`src/rtl/lrs_pkg.sv`:
```
package lrs_pkg;
  typedef enum logic [2:0] {
    ST_UP_WAIT,
    ST_DOWN_RESET,
    ST_MDC_WAIT,
    ST_SETTLE,
    ST_RESTORE_ROLE,
    ST_DOWN_WAIT
  } lrs_state_e;

  function automatic int lrs_max(input int a, input int b);
    return (a > b) ? a : b;
  endfunction
endpackage

```
`src/rtl/lrs_lfsr.sv`:
```
module lrs_lfsr #(
  parameter int          W    = 16,
  parameter logic [W-1:0] TAPS = 16'hB400,
  parameter logic [W-1:0] SEED = 16'hACE1
) (
  input  logic         clk_i,
  input  logic         rst_ni,
  output logic [W-1:0] rnd_o
);
  logic [W-1:0] lfsr_q;

  always_ff @(posedge clk_i or negedge rst_ni) begin
    if (!rst_ni) lfsr_q <= SEED;
    else         lfsr_q <= {1'b0, lfsr_q[W-1:1]} ^ (lfsr_q[0] ? TAPS : '0);
  end

  assign rnd_o = lfsr_q;

  AST_LFSR_NONZERO: assert property (@(posedge clk_i) disable iff (!rst_ni)
    lfsr_q != '0);
  AST_LFSR_ADVANCE: assert property (@(posedge clk_i) disable iff (!rst_ni)
    1'b1 |=> lfsr_q != $past(lfsr_q));
endmodule

```
`src/rtl/lrs_delay_pick.sv`:
```
module lrs_delay_pick #(
  parameter int RW     = 16,
  parameter int CW     = 10,
  parameter int MIN_MS = 100,
  parameter int MAX_MS = 1000
) (
  input  logic          clk_i,
  input  logic          rst_ni,
  input  logic [RW-1:0] rnd_i,
  output logic [CW-1:0] delay_o
);
  localparam int SPAN = (MAX_MS > MIN_MS) ? MAX_MS - MIN_MS : 0;
  localparam int SW   = $clog2(SPAN + 2);
  localparam int PW   = RW + SW;
  localparam int LO   = (MIN_MS < 1) ? 1 : MIN_MS;
  localparam int HI   = (MAX_MS < LO) ? LO : MAX_MS;

  logic [PW-1:0] prod;
  logic [SW-1:0] off;
  logic [CW-1:0] sum;

  // scale rnd into 0..SPAN without a divider
  always_comb begin
    prod = PW'(rnd_i) * PW'(SPAN + 1);
    off  = prod[PW-1:RW];
    sum  = CW'(MIN_MS) + CW'(off);
    delay_o = (sum == '0) ? CW'(1) : sum;
  end

  AST_DELAY_FLOOR: assert property (@(posedge clk_i) disable iff (!rst_ni)
    delay_o >= CW'(LO));
  AST_DELAY_CEIL: assert property (@(posedge clk_i) disable iff (!rst_ni)
    delay_o <= CW'(HI));
endmodule

```
`src/rtl/lrs_tick_timer.sv`:
```
module lrs_tick_timer #(
  parameter int CW      = 10,
  parameter int RST_VAL = 100
) (
  input  logic          clk_i,
  input  logic          rst_ni,
  input  logic          tick_i,
  input  logic          load_i,
  input  logic [CW-1:0] val_i,
  output logic          expire_o
);
  logic [CW-1:0] cnt_q;

  always_ff @(posedge clk_i or negedge rst_ni) begin
    if (!rst_ni)                      cnt_q <= CW'(RST_VAL);
    else if (load_i)                  cnt_q <= val_i;
    else if (tick_i && cnt_q != '0)   cnt_q <= cnt_q - 1'b1;
  end

  assign expire_o = tick_i && (cnt_q == CW'(1));

  AST_TIMER_SPENT: assert property (@(posedge clk_i) disable iff (!rst_ni)
    expire_o && !load_i |=> cnt_q == '0);
  AST_TIMER_NO_LOAD_ZERO: assert property (@(posedge clk_i) disable iff (!rst_ni)
    load_i |-> val_i != '0);
endmodule

```
`src/rtl/lrs_fsm.sv`:
```
module lrs_fsm
  import lrs_pkg::*;
#(
  parameter int CW        = 10,
  parameter int UP_TICKS  = 1000,
  parameter int MDC_TICKS = 2,
  parameter int SET_TICKS = 600
) (
  input  logic          clk_i,
  input  logic          rst_ni,
  input  logic          expire_i,
  input  logic          link_up_i,
  input  logic          role_done_i,
  input  logic [CW-1:0] rand_delay_i,
  output logic          load_o,
  output logic [CW-1:0] load_val_o,
  output logic          poll_o,
  output logic          phy_rst_o,
  output logic          role_req_o,
  output logic          link_ok_o
);
  lrs_state_e state_q, state_d;
  logic       poll_q, poll_d;
  logic       link_q, link_d;

  always_comb begin
    state_d    = state_q;
    load_o     = 1'b0;
    load_val_o = '0;
    poll_d     = 1'b0;
    link_d     = link_q;
    case (state_q)
      ST_UP_WAIT, ST_DOWN_WAIT: begin
        if (expire_i) begin
          poll_d = 1'b1;
          link_d = link_up_i;
          if (link_up_i) begin
            state_d    = ST_UP_WAIT;
            load_o     = 1'b1;
            load_val_o = CW'(UP_TICKS);
          end else begin
            state_d = ST_DOWN_RESET;
          end
        end
      end
      ST_DOWN_RESET: begin
        state_d    = ST_MDC_WAIT;
        load_o     = 1'b1;
        load_val_o = CW'(MDC_TICKS);
      end
      ST_MDC_WAIT: begin
        if (expire_i) begin
          state_d    = ST_SETTLE;
          load_o     = 1'b1;
          load_val_o = CW'(SET_TICKS);
        end
      end
      ST_SETTLE: begin
        if (expire_i) state_d = ST_RESTORE_ROLE;
      end
      ST_RESTORE_ROLE: begin
        if (role_done_i) begin
          state_d    = ST_DOWN_WAIT;
          load_o     = 1'b1;
          load_val_o = rand_delay_i;
        end
      end
      default: state_d = ST_DOWN_WAIT;
    endcase
  end

  always_ff @(posedge clk_i or negedge rst_ni) begin
    if (!rst_ni) begin
      state_q <= ST_DOWN_WAIT;
      poll_q  <= 1'b0;
      link_q  <= 1'b0;
    end else begin
      state_q <= state_d;
      poll_q  <= poll_d;
      link_q  <= link_d;
    end
  end

  assign poll_o     = poll_q;
  assign phy_rst_o  = (state_q == ST_DOWN_RESET);
  assign role_req_o = (state_q == ST_RESTORE_ROLE);
  assign link_ok_o  = link_q;

  AST_RST_SINGLE: assert property (@(posedge clk_i) disable iff (!rst_ni)
    phy_rst_o |=> !phy_rst_o);
  AST_RST_AT_POLL: assert property (@(posedge clk_i) disable iff (!rst_ni)
    phy_rst_o |-> poll_o && !link_ok_o);
  AST_UP_NO_RST: assert property (@(posedge clk_i) disable iff (!rst_ni)
    poll_o && link_ok_o |-> !phy_rst_o);
  AST_ROLE_HOLD: assert property (@(posedge clk_i) disable iff (!rst_ni)
    role_req_o && !role_done_i |=> role_req_o);
  AST_ROLE_DROP: assert property (@(posedge clk_i) disable iff (!rst_ni)
    role_req_o && role_done_i |=> !role_req_o && !poll_o);
  AST_LINK_AT_POLL: assert property (@(posedge clk_i) disable iff (!rst_ni)
    !poll_o |-> $stable(link_ok_o));
  AST_POLL_PULSE: assert property (@(posedge clk_i) disable iff (!rst_ni)
    poll_o && (UP_TICKS > 1) |=> !poll_o);
  AST_NO_POLL_IN_RECOVERY: assert property (@(posedge clk_i) disable iff (!rst_ni)
    role_req_o |-> !poll_o);
endmodule

```
`src/rtl/lrs_link_supervisor.sv`:
```
module lrs_link_supervisor
  import lrs_pkg::*;
#(
  parameter int UP_MS       = 1000,
  parameter int DOWN_MIN_MS = 100,
  parameter int DOWN_MAX_MS = 1000,
  parameter int MDC_MS      = 1,
  parameter int SETTLE_MS   = 600,
  parameter int RND_W       = 16,
  parameter logic [RND_W-1:0] RND_TAPS = 16'hB400,
  parameter logic [RND_W-1:0] RND_SEED = 16'hACE1
) (
  input  logic clk_i,
  input  logic rst_ni,
  input  logic tick_ms_i,
  input  logic link_up_i,
  input  logic role_done_i,
  output logic phy_rst_o,
  output logic role_req_o,
  output logic poll_o,
  output logic speed_gbit_o,
  output logic duplex_full_o
);
  localparam int UP_TICKS  = (UP_MS < 1) ? 1 : UP_MS;
  localparam int MIN_TICKS = (DOWN_MIN_MS < 1) ? 1 : DOWN_MIN_MS;
  localparam int MDC_TICKS = MDC_MS + 1;
  localparam int SET_TICKS = (SETTLE_MS < 1) ? 1 : SETTLE_MS;
  localparam int TOP = lrs_max(lrs_max(UP_TICKS, lrs_max(DOWN_MAX_MS, MIN_TICKS)),
                               lrs_max(MDC_TICKS, SET_TICKS));
  localparam int CW  = $clog2(TOP + 1);

  logic [RND_W-1:0] rnd;
  logic [CW-1:0]    rand_delay;
  logic             load;
  logic [CW-1:0]    load_val;
  logic             expire;
  logic             link_ok;

  lrs_lfsr #(.W(RND_W), .TAPS(RND_TAPS), .SEED(RND_SEED)) u_lfsr (
    .clk_i, .rst_ni, .rnd_o(rnd)
  );

  lrs_delay_pick #(.RW(RND_W), .CW(CW), .MIN_MS(DOWN_MIN_MS), .MAX_MS(DOWN_MAX_MS)) u_pick (
    .clk_i, .rst_ni, .rnd_i(rnd), .delay_o(rand_delay)
  );

  lrs_tick_timer #(.CW(CW), .RST_VAL(MIN_TICKS)) u_timer (
    .clk_i, .rst_ni, .tick_i(tick_ms_i), .load_i(load), .val_i(load_val), .expire_o(expire)
  );

  lrs_fsm #(.CW(CW), .UP_TICKS(UP_TICKS), .MDC_TICKS(MDC_TICKS), .SET_TICKS(SET_TICKS)) u_fsm (
    .clk_i, .rst_ni,
    .expire_i(expire), .link_up_i, .role_done_i, .rand_delay_i(rand_delay),
    .load_o(load), .load_val_o(load_val),
    .poll_o, .phy_rst_o, .role_req_o, .link_ok_o(link_ok)
  );

  assign speed_gbit_o  = link_ok;
  assign duplex_full_o = link_ok;

  AST_SPEED_DUPLEX_PAIR: assert property (@(posedge clk_i) disable iff (!rst_ni)
    speed_gbit_o == duplex_full_o);
endmodule

```
`config.mk`:
```
export PLATFORM = sky130hd
export DESIGN_NAME = lrs_link_supervisor
export DESIGN_NICKNAME = d
export VERILOG_FILES = /design/src/rtl/lrs_pkg.sv /design/src/rtl/lrs_lfsr.sv /design/src/rtl/lrs_delay_pick.sv /design/src/rtl/lrs_tick_timer.sv /design/src/rtl/lrs_fsm.sv /design/src/rtl/lrs_link_supervisor.sv
export SDC_FILE = /design/constraint.sdc
export NUM_CORES = 1
export LEC_CHECK = 0
export BUFFER_PORTS_ARGS = -buffer_cell sky130_fd_sc_hd__buf_2
export CAP_MARGIN = 0
export CORE_UTILIZATION = 60
export DETAILED_ROUTE_END_ITERATION = 10
export PLACE_DENSITY_LB_ADDON = 0.3
export SYNTH_ARGS = -nofsm -noshare
export SYNTH_HDL_FRONTEND = slang
export SYNTH_SLANG_ARGS = --single-unit
```
`constraint.sdc`:
```
create_clock -name clk_i -period 7.7 [get_ports clk_i]
set_input_delay 2.31 -clock clk_i [delete_from_list [all_inputs] [get_ports clk_i]]
set_output_delay 2.31 -clock clk_i [all_outputs]
set_load 0.01 [all_outputs]
```
* Word-level counts from Yosys, hierarchy flattened
Cells that the tools add are included.
W data, S select, Z words.
** Cells by class
- Add/subtract/negate cells :: 2
- $mul :: 1
- Eq/ne operators :: 10
- Muxes and demuxes :: 21
- Bitwise logic cells :: 1
- Reductions and logical operators :: 9
** Operators by type and width (number)
- $mux W10 :: 7
- $pmux W10 S4 :: 1
- $mul A16 B10 Y26 const B :: 1
- $mux W16 :: 1
- $xor A15 B16 Y16 :: 1
- $pmux W3 S5 :: 1
- $mux W3 :: 4
- $add A7 B10 Y10 const A :: 1
- $eq A10 B1 Y1 const B :: 1
- $logic_not A10 Y1 :: 1
- $reduce_bool A10 Y1 :: 1
- $sub A10 B1 Y10 const B :: 1
- $ne A2 B2 Y1 const B :: 4
- $eq A3 B2 Y1 const B :: 2
- $eq A3 B3 Y1 const B :: 2
- $mux W1 :: 6
- $pmux W1 S4 :: 1
- $reduce_and A4 Y1 :: 1
- $eq A3 B1 Y1 const B :: 1
- $logic_not A3 Y1 :: 1
- $logic_and A1 B1 Y1 :: 2
- $reduce_and A2 Y1 :: 1
- $reduce_bool A2 Y1 :: 1
- $reduce_or A2 Y1 :: 1
** Storage, ports and cells
- Register bits :: 31
- Output and inout port bits :: 5
- Logic and storage cells :: 49

* Longest topological paths before layout
Gate-level depths: netlist of the first run.
- Depth in word-level cells :: 7
- Depth in mapped cells :: 24
- Depth with buffers taken out :: 24

* Cells and area by module
Synthesis of the first run repeated with hierarchy kept, for this count alone.
** Unflattened totals
- Cell total of the unflattened synthesis :: 463
- Area total of the unflattened synthesis :: 4317.9 um^2
** Modules (own cells, without submodules)
- lrs_delay_pick :: instances 1, cells an instance 303, area each 2700.1 um^2
- lrs_tick_timer :: instances 1, cells an instance 82, area each 711.9 um^2
- lrs_fsm :: instances 1, cells an instance 58, area each 461.7 um^2
- lrs_lfsr :: instances 1, cells an instance 19, area each 436.7 um^2
- lrs_link_supervisor :: instances 1, cells an instance 1, area each 7.5 um^2

* Worst setup path after synthesis of the first run
Ideal clock, no wire load.
- Kind :: reg2reg
- Start point :: register u_lfsr.lfsr_q[6] (netlist: u_lfsr.rnd_o[6])
- End point :: register u_timer.cnt_q[2]
- Arrival :: 5.128 ns
- Setup slack :: 2.489 ns
- Cell stages (with the launch flop) :: 23
- Path buffers :: 0
- Period minus slack after synthesis :: 5.211 ns
- Cell sequence :: dfstp_2 -> inv_1 -> fa_1 -> inv_1 -> ha_1 -> fa_1 -> ha_1 -> inv_1 -> fa_1 -> inv_1 -> ha_1 -> a21oi_1 -> nand2_1 -> a221o_1 -> inv_1 -> a21oi_1 -> nor2b_1 -> ha_1 -> nand2_1 -> nor4b_2 -> and4_1 -> a21oi_1 -> o311a_1
** On the way
- Word-level cells in the longest chain between the ends :: 7
** Ends and longest elaborated chain
- start: declaration :: RTL line lrs_lfsr.sv:10 : logic [W-1:0] lfsr_q;
- start signal: assignment :: RTL line lrs_lfsr.sv:14 : else lfsr_q <= {1'b0, lfsr_q[W-1:1]} ^ (lfsr_q[0] ? TAPS : '0);
- $mul A16 B10 Y26 (*) :: RTL line lrs_delay_pick.sv:24 : prod = PW'(rnd_i) * PW'(SPAN + 1);
- $add A7 B10 Y10 (*) :: RTL line lrs_delay_pick.sv:26 : sum = CW'(MIN_MS) + CW'(off);
- $logic_not A10 Y1 :: RTL line lrs_delay_pick.sv:27 : delay_o = (sum == '0) ? CW'(1) : sum;
- $mux W10 (*) :: RTL line lrs_delay_pick.sv:27
- $mux W10 (*) :: RTL line lrs_fsm.sv:62 : if (role_done_i) begin
- $pmux W10 S4 (*) :: RTL line lrs_fsm.sv:32 : case (state_q)
- $mux W10 (*) :: RTL line lrs_tick_timer.sv:16 : else if (load_i) cnt_q <= val_i;
- end signal: assignment :: RTL line lrs_tick_timer.sv:15 : if (!rst_ni) cnt_q <= CW'(RST_VAL);
- end signal: assignment :: RTL line lrs_tick_timer.sv:16
- end signal: assignment :: RTL line lrs_tick_timer.sv:17 : else if (tick_i && cnt_q != '0) cnt_q <= cnt_q - 1'b1;
- end: declaration :: RTL line lrs_tick_timer.sv:12 : logic [CW-1:0] cnt_q;
Every way passes the cells marked *; elsewhere a longest branch is shown, timed or not.
A chain may end at the register's enable or synchronous reset.

* Final worst setup path of the first run
Ends and elaborated chain as after synthesis.

==> run summary, run 1 <==
Commonest cells post-synth: 84 x ha_1, 78 x inv_1, 30 x fa_1, 29 x nand2_1, 26 x a21oi_1
Compound-Gate Fraction of Synth Area: 0.154
cell with the most instances after synthesis: ha_1
crit-path cells: inv_1, fa_1, inv_1, ha_1, fa_1, ha_1, inv_1, fa_1, inv_1, ha_1, a21oi_1, nand2_1, a221o_1, inv_1, a21oi_1, nor2b_1, ha_1, nand2_1, nor4b_2, and4_1, a21oi_1, o311a_1
ant diodes: 0
Hold Path Class: reg2reg
Finished Layout Cells: 573
synthesis-stage register bit count: 31
worst hold slack: 390 ps
Area Overhead vs Synth: 5.38%
Mapped Cells: 466
WP data required: 7920 ps
Cells after DPL: 565
post-synth top area cell: ha_1
Die Height: 86.2 µm
Mapped Area: 4260 µm²
Synth Area in XOR/XNOR: 0.0473
largest net degree at the start of global routing: 32
Clock transition at path regs: 70 ps
Finished Core Util: 0.657
final slew viol count: 0
multiplexer share of the synthesized area: 0.00235
first-pass GRT wire length: 15.5 mm
MaxCap Viol Count: 0
top-area cell type share of the netlist area: 0.247
final setup vio count: 0
Std-Cell Rows: 30
CTS Buf Count: 5
GRT Total Usage: 0.268
Chip Width: 86.2 µm
outcome: completed
CTS tree: done
Pre-antenna DRT Iters: 5
clock sinks: 31
Post-synth EDFFs: 0
critical path type: reg2reg
RSZ-0062 raised after global routing: no
ranking of synthesized cells by area: ha_1 25%, fa_1 14%, dfrtp_1 11%
register area share after synthesis: 0.186
nets: 595
dpl ws: 2050 ps
Ys Warns: 0
Worst Skew: 5.39 ps
Final Hold Viols: 0
CP max FO: 5
max frequency: 176 MHz
H-Tree Depth: 2
cts repair resizes: 0
Setup Fix Bufs, Post-CTS: 0
core footprint: 6830 µm²
main combinational cell family by area after synthesis: adder cells
IO Port Bufs: 9
initial detailed-routing violation count: 217
Post-Synth Simple-Gate Area: 0.144
post-route DRC violation count: 0
fin worst setup slack: 2020 ps
CTS Buffer Depth: 2
Worst-Skew Late Latency: 290 ps
synthesized area per cell: 9.14 µm²
Mapped Nets: 585
Placement Cell Area: 4400 µm²
period utilisation layout: 0.737
peak supply drop: 0.0578 mV
Routed WL: 8.91 mm
number of global-route vias before repair: 3,308
minimum clock period: 5680 ps
cts hold-fix bufs: 0
Slowest Stage Delay on Critical Path: 560 ps
CP dominant cell by count: inv_1
Max transition margin: 0.525
power density over cell area: 67.6 nW/µm²
starting density of the core: 0.623
Via density: 5.82
FFs w/ async S/R, synth: 1.00
Final HPWL DP: 7.46 mm
DR vias: 3,334
Wirelength per Cell: 15.5 µm
Least-Margin Pin Slew: 712 ps
Design Power: 0.303 mW
IO Count: 10
area share of fa/ha/maj cells after synthesis: 0.391
CP arrival: 5890 ps
Netlist cell types: 68
share of layout cells above drive strength 1: 0.0943
final setup TNS: 0 ps
dominant synthesized flop cell: dfrtp_1
Routed Antenna Nets: 0
CTS Root Cell: clkbuf_8
CP startpoint kind: flop
Post-Layout Inst Area: 4490 µm²
CP Capture Type: flop
global route overflow: 0
CP max-delay cell: dfstp_2
Filler cells: 601
initial antenna violation count: 0
Pleak: 2.50 nW
GP Congestion: 0.951
die area: 7440 µm²
==> sequential cells by signal, indices dropped and copies added (netlist names), named ones only <==
register,count
u_fsm.link_ok_o,1
u_fsm.state_q,2
u_lfsr.rnd_o,16
u_timer.cnt_q,10
u_fsm.poll_o,1
==> metal layers <==
layer / up-vias / wire length (µm) / global-route usage
met5: - / 0 / 0
met4: 0 / 180 / 0.0894
met3: 17 / 300 / 0.0352
met2: 75 / 4150 / 0.423
met1: 1608 / 4280 / 0.383
li1: 1634 / - / -
==> layout by cell type, fill, tap and decap left out, drive strengths merged, types with 8 or more instances in the layout <==
master	Yosys	layout
ha	84	84
nor3	9	9
xnor2	15	15
xor2	8	8
and2	9	9
fa	30	30
o21ai	23	23
nand3	12	12
dfrtp	18	18
nor2	22	22
dfstp	13	13
nand2	30	30
buf	1	9
inv	79	79
a21oi	27	27
==> cells by family after synthesis <==
| group | after synthesis |
|---|---|
| XOR/XNOR | 23 |
| multiplexers | 1 |
| adder cells (fa/ha/maj) | 115 |
| flip-flops | 31 |
| AO/OA/AOI/OAI | 96 |
| buffers and inverters | 85 |
| AND/OR/NAND/NOR | 115 |
==> report_power, final <==
| group | internal, mW | total, mW | switching (mW) |
|---|---|---|---|
| Combinational | 0.00107 | 0.00565 | 0.00458 |
| Clock | 0.0720 | 0.135 | 0.0625 |
| Sequential | 0.163 | 0.163 | 0 |
| Total | 0.236 | 0.303 | 0.0671 |
==> worst max-delay path: cells and delay by family (launching register included) <==
| kind | cells | cell delay, ps |
|---|---|---|
| buffers and inverters | 5 | 340 |
| AOI/OAI and AO/OA | 5 | 1130 |
| adders and majority gates | 7 | 2650 |
| DFF | 1 | 560 |
| and+or+nand+nor | 5 | 930 |
==> path summary, 6_finish.rpt <==
| check | depth (start not counted) | endpoint | start | slack [ps] |
|---|---|---|---|---|
| setup reg to reg | 22 | u_timer.cnt_q[2] | u_lfsr.rnd_o[6] | 2020 |
| max in group asynchronous | 1 | u_lfsr.rnd_o[2] | rst_ni | 5170 |
| setup / recovery | 22 | u_timer.cnt_q[2] | u_lfsr.rnd_o[6] | 2020 |
| min in group asynchronous | 1 | u_fsm.poll_o | rst_ni | 2070 |
| hold / removal | 0 | u_lfsr.rnd_o[5] | u_lfsr.rnd_o[6] | 390 |
| hold reg to reg | 0 | u_lfsr.rnd_o[5] | u_lfsr.rnd_o[6] | 390 |
==> layout make-up <==
| type | instances | area [µm²] | share of cell area |
|---|---|---|---|
| Sequential cell | 31 | 792 | 0.177 |
| Timing Repair Buffer | 9 | 45.0 | 0.0100 |
| Inverter | 79 | 297 | 0.0661 |
| Clock buffer | 7 | 86.3 | 0.0192 |
| Clock inverter | 1 | 5.00 | 0.00112 |
| Multi-Input combinational cell | 350 | 3140 | 0.700 |
| Tap cell | 96 | 120 | 0.0268 |
Note: power is estimated with default switching activity, not from simulation.
==> run 2: changes to the inputs <==
--- a/config.mk
+++ b/config.mk
@@ -5,9 +5,10 @@
 export SDC_FILE = /design/constraint.sdc
 export NUM_CORES = 1
 export LEC_CHECK = 0
+export ABC_AREA = 1
 export BUFFER_PORTS_ARGS = -buffer_cell sky130_fd_sc_hd__buf_2
 export CAP_MARGIN = 0
-export CORE_UTILIZATION = 60
+export CORE_UTILIZATION = 59
 export DETAILED_ROUTE_END_ITERATION = 10
 export PLACE_DENSITY_LB_ADDON = 0.3
 export SYNTH_ARGS = -nofsm -noshare
==> constraint.sdc (replaced) <==
create_clock -name clk_i -period 4.9 [get_ports clk_i]
set_input_delay 1.47 -clock clk_i [delete_from_list [all_inputs] [get_ports clk_i]]
set_output_delay 1.47 -clock clk_i [all_outputs]
set_load 0.01 [all_outputs]
==> run 2 against run 1 <==
The run now ends with negative setup slack left. Hold slack gained 72 ps. Die area is 12% higher. Worst setup slack worse by 2000 ps. Total power increased to 3.3 times the previous value. Global-route usage grew 1.7 points. Register-to-register slack got worse by 2000 ps. Fmax is 16% higher. Clock skew is 4.1 ps higher. Sequential power increased by 140%. Largest cell class unchanged.
==> run summary, run 2 <==
outcome: finished, violations left
failing checks: negative setup slack
CTS Buf Count: 5
power density over cell area: 188 nW/µm²
synthesis-stage register bit count: 31
WP data required: 5120 ps
most frequent cells in the layout: 147 x nand2_1, 128 x inv_1, 70 x ha_1, 43 x nor2_1, 30 x fa_1
global route overflow: 0
final slew viol count: 0
period utilisation layout: 1.00
final setup vio count: 1
RSZ-0062 raised after global routing: yes
Least-Margin Pin Slew: 723 ps
Hold Path Stages: 0
delay-heaviest family, CP: adder cells
Post-synth EDFFs: 0
Final Hold Viols: 0
die area: 8330 µm²
largest net degree at the start of global routing: 32
CTS Root Cell: clkbuf_8
GRT Total Usage: 0.286
ranking of synthesized cells by area: ha_1 22%, fa_1 13%, nand2_1 13%
peak supply drop: 0.125 mV
nets: 795
number of global-route vias before repair: 4,166
CP max-delay cell: dfstp_2
Routed WL: 11.5 mm
final setup TNS: -11.3 ps
Pre-antenna DRT Iters: 5
initial detailed-routing violation count: 281
Std-Cell Rows: 32
top-area cell type share of the netlist area: 0.224
Ys Warns: 0
core footprint: 7730 µm²
first-pass GRT wire length: 18.9 mm
post-route DRC violation count: 0
Multi-input gate area: 3620 µm²
Worst-Skew Late Latency: 290 ps
cell count along the critical path: 26
Wirelength per Cell: 14.7 µm
CTS tree: done
initial antenna violation count: 0
CP startpoint kind: flop
synthesized area per cell: 7.31 µm²
Netlist cell types: 38
register area share after synthesis: 0.168
Hold Path Class: reg2reg
Worst Path Buf+Inv: 5
Slowest Stage Delay on Critical Path: 560 ps
Area Overhead vs Synth: 14.5%
minimum clock period: 4910 ps
most common cell after layout, fill and taps aside: nand2_1
DR vias: 4,189
IO Count: 10
CP dominant cell by count: nand2_1
dominant synthesized flop cell: dfrtp_1
Commonest cells post-synth: 159 x nand2_1, 143 x inv_1, 84 x ha_1, 51 x nor2_1, 30 x fa_1
Mapped Nets: 762
critical path type: reg2reg
Routed Antenna Nets: 0
Finished Core Util: 0.697
fin worst setup slack: -11.3 ps
starting density of the core: 0.608
share of layout cells above drive strength 1: 0.202
max frequency: 204 MHz
Max transition margin: 0.518
Chip Width: 91.3 µm
Filler cells: 616
Mapped Cells: 643
dpl ws: -67.9 ps
post-synth top area cell: ha_1
Pleak: 3.18 nW
FF-to-FF path depth: 26
CP max FO: 7
GP Congestion: 0.910
IO Port Bufs: 9
Die Height: 91.3 µm
Via density: 5.38
MaxCap Viol Count: 0
cell with the most instances after synthesis: nand2_1
CP arrival: 5130 ps
Final HPWL DP: 8.87 mm
Clock transition at path regs: 70 ps
Mapped Area: 4700 µm²
FFs w/ async S/R, synth: 1.00
sequential cell area: 792 µm²
clock sinks: 31
ant diodes: 0
H-Tree Depth: 2
max reg flops: 16
CP Capture Type: flop
CTS Buffer Depth: 2
Worst Skew: 9.45 ps
-- run 2: changes by cell type after synthesis, moves of 7 or more --
| cell | change |
|---|---|
| and2_1 | -8 |
| and3_1 | -7 |
| inv_1 | +65 |
| nand2_1 | +130 |
| nand2_2 | +10 |
| nand3_1 | +9 |
| nor2_1 | +29 |
| o21ai_0 | -11 |
| xnor2_1 | -11 |
-- run 2: logic make-up (layout without fill, tap and decap cells) --
group / count (synthesis) / after routing / share of synthesized area
flops: 31 / 31 / 0.168
simple gates: 278 / 278 / 0.261
xor+xnor: 15 / 15 / 0.0279
compound gates: 55 / 55 / 0.0695
fa+ha+maj: 114 / 114 / 0.351
buf+inv: 150 / 184 / 0.122
-- run 2: final cells by class --
cell class,count,area share
Sequential cell,31,0.147
Multi-Input combinational cell,462,0.673
Timing Repair Buffer,28,0.0349
Clock inverter,1,0.000930
Clock buffer,7,0.0160
Inverter,148,0.104
Tap cell,102,0.0237
-- run 2: repair_timing --
action	4_1_cts	5_1_grt
resized for setup	13	55
hold buffers	0	0
pin swaps	5	44
buffers inserted	1	4
endpoints found under the setup margin	4	9
-- run 2: metrics by stage --
stage / std cells / power (mW) / hold WS (ps) / cell area (µm²)
after global placement: 766 / 0.769 / 443 / 4960
after detailed placement: 766 / 0.787 / 452 / 4960
after floorplan: 643 / 0.693 / 371 / 4700
after CTS: 775 / 1.00 / 462 / 5130
after global routing: 779 / 1.08 / 465 / 5380
final: 779 / 1.01 / 462 / 5380
-- run 2: report_power, final --
| group | total [mW] | switching (mW) | internal, mW |
|---|---|---|---|
| registers | 0.389 | 0.0581 | 0.331 |
| clock network | 0.214 | 0.101 | 0.113 |
| logic | 0.410 | 0.259 | 0.151 |
-- run 2: worst register-to-register path, delay by kind of cell (launching register included) --
| kind | cells | cell delay [ps] |
|---|---|---|
| AOI/OAI and AO/OA | 1 | 120 |
| and+or+nand+nor | 14 | 1460 |
| DFF | 1 | 560 |
| buffers and inverters | 5 | 360 |
| adders and majority gates | 6 | 2370 |
-- run 2: path summary, 6_finish.rpt --
kind | start | end | slack, ps
worst max-delay path | u_lfsr.rnd_o[6] | u_timer.cnt_q[0] | -10
worst min-delay path | u_lfsr.rnd_o[15] | u_lfsr.rnd_o[14] | 460
worst max register to register | u_lfsr.rnd_o[6] | u_timer.cnt_q[0] | -10
worst min register to register | u_lfsr.rnd_o[15] | u_lfsr.rnd_o[14] | 460
max in group asynchronous | rst_ni | u_lfsr.rnd_o[9] | 3190
min in group asynchronous | rst_ni | u_fsm.link_ok_o | 1230
-- run 2: routing by layer --
metal	vias to the layer above	wire [µm]	track usage
met5	-	0	0
met4	0	241	0.0767
met3	21	519	0.0268
met2	120	5390	0.476
met1	1985	5320	0.397
li1	2063	-	-
==> run 3: changes to the inputs <==
--- a/config.mk
+++ b/config.mk
@@ -8,7 +8,7 @@
 export ABC_AREA = 1
 export BUFFER_PORTS_ARGS = -buffer_cell sky130_fd_sc_hd__buf_2
 export CAP_MARGIN = 0
-export CORE_UTILIZATION = 59
+export CORE_UTILIZATION = 30
 export DETAILED_ROUTE_END_ITERATION = 10
 export PLACE_DENSITY_LB_ADDON = 0.3
 export SYNTH_ARGS = -nofsm -noshare
==> run 3 against run 2 <==
The flow now finishes without violations. Global-route usage shrank 14 points. First-iteration DRC count decreased by 44%. Total power rose by 9.3%. Die area rose by 94%. Flip-flop and latch count unchanged. Fmax is 4.4% higher. Critical endpoint unchanged.
==> run summary, run 3 (synthesis results as in run 2) <==
outcome: completed
period utilisation layout: 0.960
Placement Cell Area: 5170 µm²
H-Tree Depth: 2
Wirelength per Cell: 11.8 µm
cts hold-fix bufs: 0
Die Height: 127 µm
number of global-route vias before repair: 3,881
die area: 16,200 µm²
Worst Skew: 7.59 ps
Via density: 4.38
post-route DRC violation count: 0
initial antenna violation count: 0
CP max FO: 4
Max transition margin: 0.476
first-pass GRT wire length: 18.2 mm
critical path type: reg2reg
GR peak layer: met2
max reg flops: 16
starting density of the core: 0.308
met2 Track Usage GR: 0.233
Filler cells: 1,588
IO Port Bufs: 9
cell count along the critical path: 28
CTS Buffer Depth: 2
Worst-Skew Late Latency: 290 ps
RSZ-0062 raised after global routing: yes
Routed WL: 10.5 mm
Final Hold Viols: 0
Pleak: 3.31 nW
ant diodes: 0
Area Overhead vs Synth: 20.3%
CP Capture Type: flop
power density over cell area: 196 nW/µm²
share of layout cells above drive strength 1: 0.215
Chip Width: 127 µm
final slew viol count: 0
clock sinks: 31
CTS tree: done
CP max-delay cell: dfstp_2
minimum clock period: 4700 ps
Final HPWL DP: 8.83 mm
MaxCap Viol Count: 0
max frequency: 213 MHz
GP Congestion: 0.819
worst hold slack: 454 ps
met3 Track Usage GR: 0.0188
initial detailed-routing violation count: 156
Routed Antenna Nets: 0
largest net degree at the start of global routing: 32
CTS Root Cell: clkbuf_16
most common cell after layout, fill and taps aside: nand2_1
global route overflow: 0
Post-Layout Inst Area: 5660 µm²
r2r setup slk: 200 ps
Clock transition at path regs: 60 ps
Least-Margin Pin Slew: 787 ps
delay-heaviest family, CP: adder cells
CP dominant cell by count: nand2_1
DR vias: 3,914
CP startpoint kind: flop
CTS Buf Count: 5
nets: 801
most frequent cells in the layout: 140 x nand2_1, 134 x inv_1, 75 x ha_1, 38 x nor2_1, 30 x fa_1
CP arrival: 4930 ps
Hold Path Stages: 0
GR met1 Demand/Resource: 0.196
Pre-antenna DRT Iters: 4
Std-Cell Rows: 45
WP data required: 5120 ps
Hold Path Class: reg2reg
GRT Total Usage: 0.142
Slowest Stage Delay on Critical Path: 550 ps
FF-to-FF path depth: 28
core footprint: 15,300 µm²
final setup vio count: 0
Worst Path Buf+Inv: 5
peak supply drop: 0.116 mV
IO Count: 10
[run 3: changes by cell type in the layout (fill, tap and decap cells not counted), moves of 3 or more]
| cell | delta |
|---|---|
| inv_2 | -7 |
| nand2_1 | -7 |
| inv_1 | +6 |
| buf_4 | +5 |
| clkbuf_16 | +5 |
| clkbuf_8 | -5 |
| ha_1 | +5 |
| nor2_1 | -5 |
| ha_4 | -4 |
| nand2_2 | +4 |
| nand2_4 | +3 |
| nor2_4 | +3 |
[run 3: routing by layer]
metal	wire, µm	vias up
li1	-	2084
met1	5480	1795
met2	4750	27
met3	164	8
met4	119	0
met5	0	-
[run 3: area by class of cell]
class,count,area [µm²],share of cell area
Clock buffer,7,143,0.0252
Inverter,148,563,0.0996
Clock inverter,1,5.00,0.000885
Multi-Input combinational cell,462,3650,0.646
Tap cell,211,264,0.0467
Timing Repair Buffer,34,236,0.0418
Sequential cell,31,792,0.140
[run 3: worst paths after layout]
path / from / end
max: u_lfsr.rnd_o[5] / u_timer.cnt_q[0]
min: u_lfsr.rnd_o[15] / u_lfsr.rnd_o[14]
max reg2reg: u_lfsr.rnd_o[5] / u_timer.cnt_q[0]
min reg2reg: u_lfsr.rnd_o[15] / u_lfsr.rnd_o[14]
max in group asynchronous: rst_ni / u_timer.cnt_q[7]
min in group asynchronous: rst_ni / u_lfsr.rnd_o[8]
[run 3: worst reg2reg max path, delay by kind of cell (launching register included)]
kind,cells,cell delay (ps)
and+or+nand+nor,16,1400
AOI/OAI and AO/OA,1,100
DFF,1,550
adders and majority gates,6,2370
buffers and inverters,5,240
[run 3: power breakdown]
group | leakage [nW] | total, mW | switching [mW] | internal, mW
combinational | 2.87 | 0.398 | 0.248 | 0.151
sequential | 0.371 | 0.387 | 0.0560 | 0.331
clock | 0.0739 | 0.322 | 0.120 | 0.201
total | 3.31 | 1.11 | 0.424 | 0.683
[run 3: repair_timing]
| item | in CTS | in global routing |
|---|---|---|
| endpoints found under the setup margin | 4 | 8 |
| pin swaps | 1 | 34 |
| resized for setup | 4 | 78 |
| hold endpoints to repair | 0 | 0 |
| buffers inserted | 0 | 2 |
[run 3: through the flow]
step | total power, mW | setup TNS (ps) | instances | util | setup slack [ps]
2_1_floorplan | 0.693 | 0 | 643 | - | 151
3_3_place_gp | 0.787 | 0 | 884 | 0.339 | 32.6
3_5_place_dp | 0.792 | -36.7 | 884 | 0.339 | -31.5
4_1_cts | 1.12 | 0 | 892 | 0.350 | 2.83
5_1_grt | 1.19 | -260 | 894 | 0.371 | -136
6_report | 1.11 | 0 | 894 | 0.371 | 197
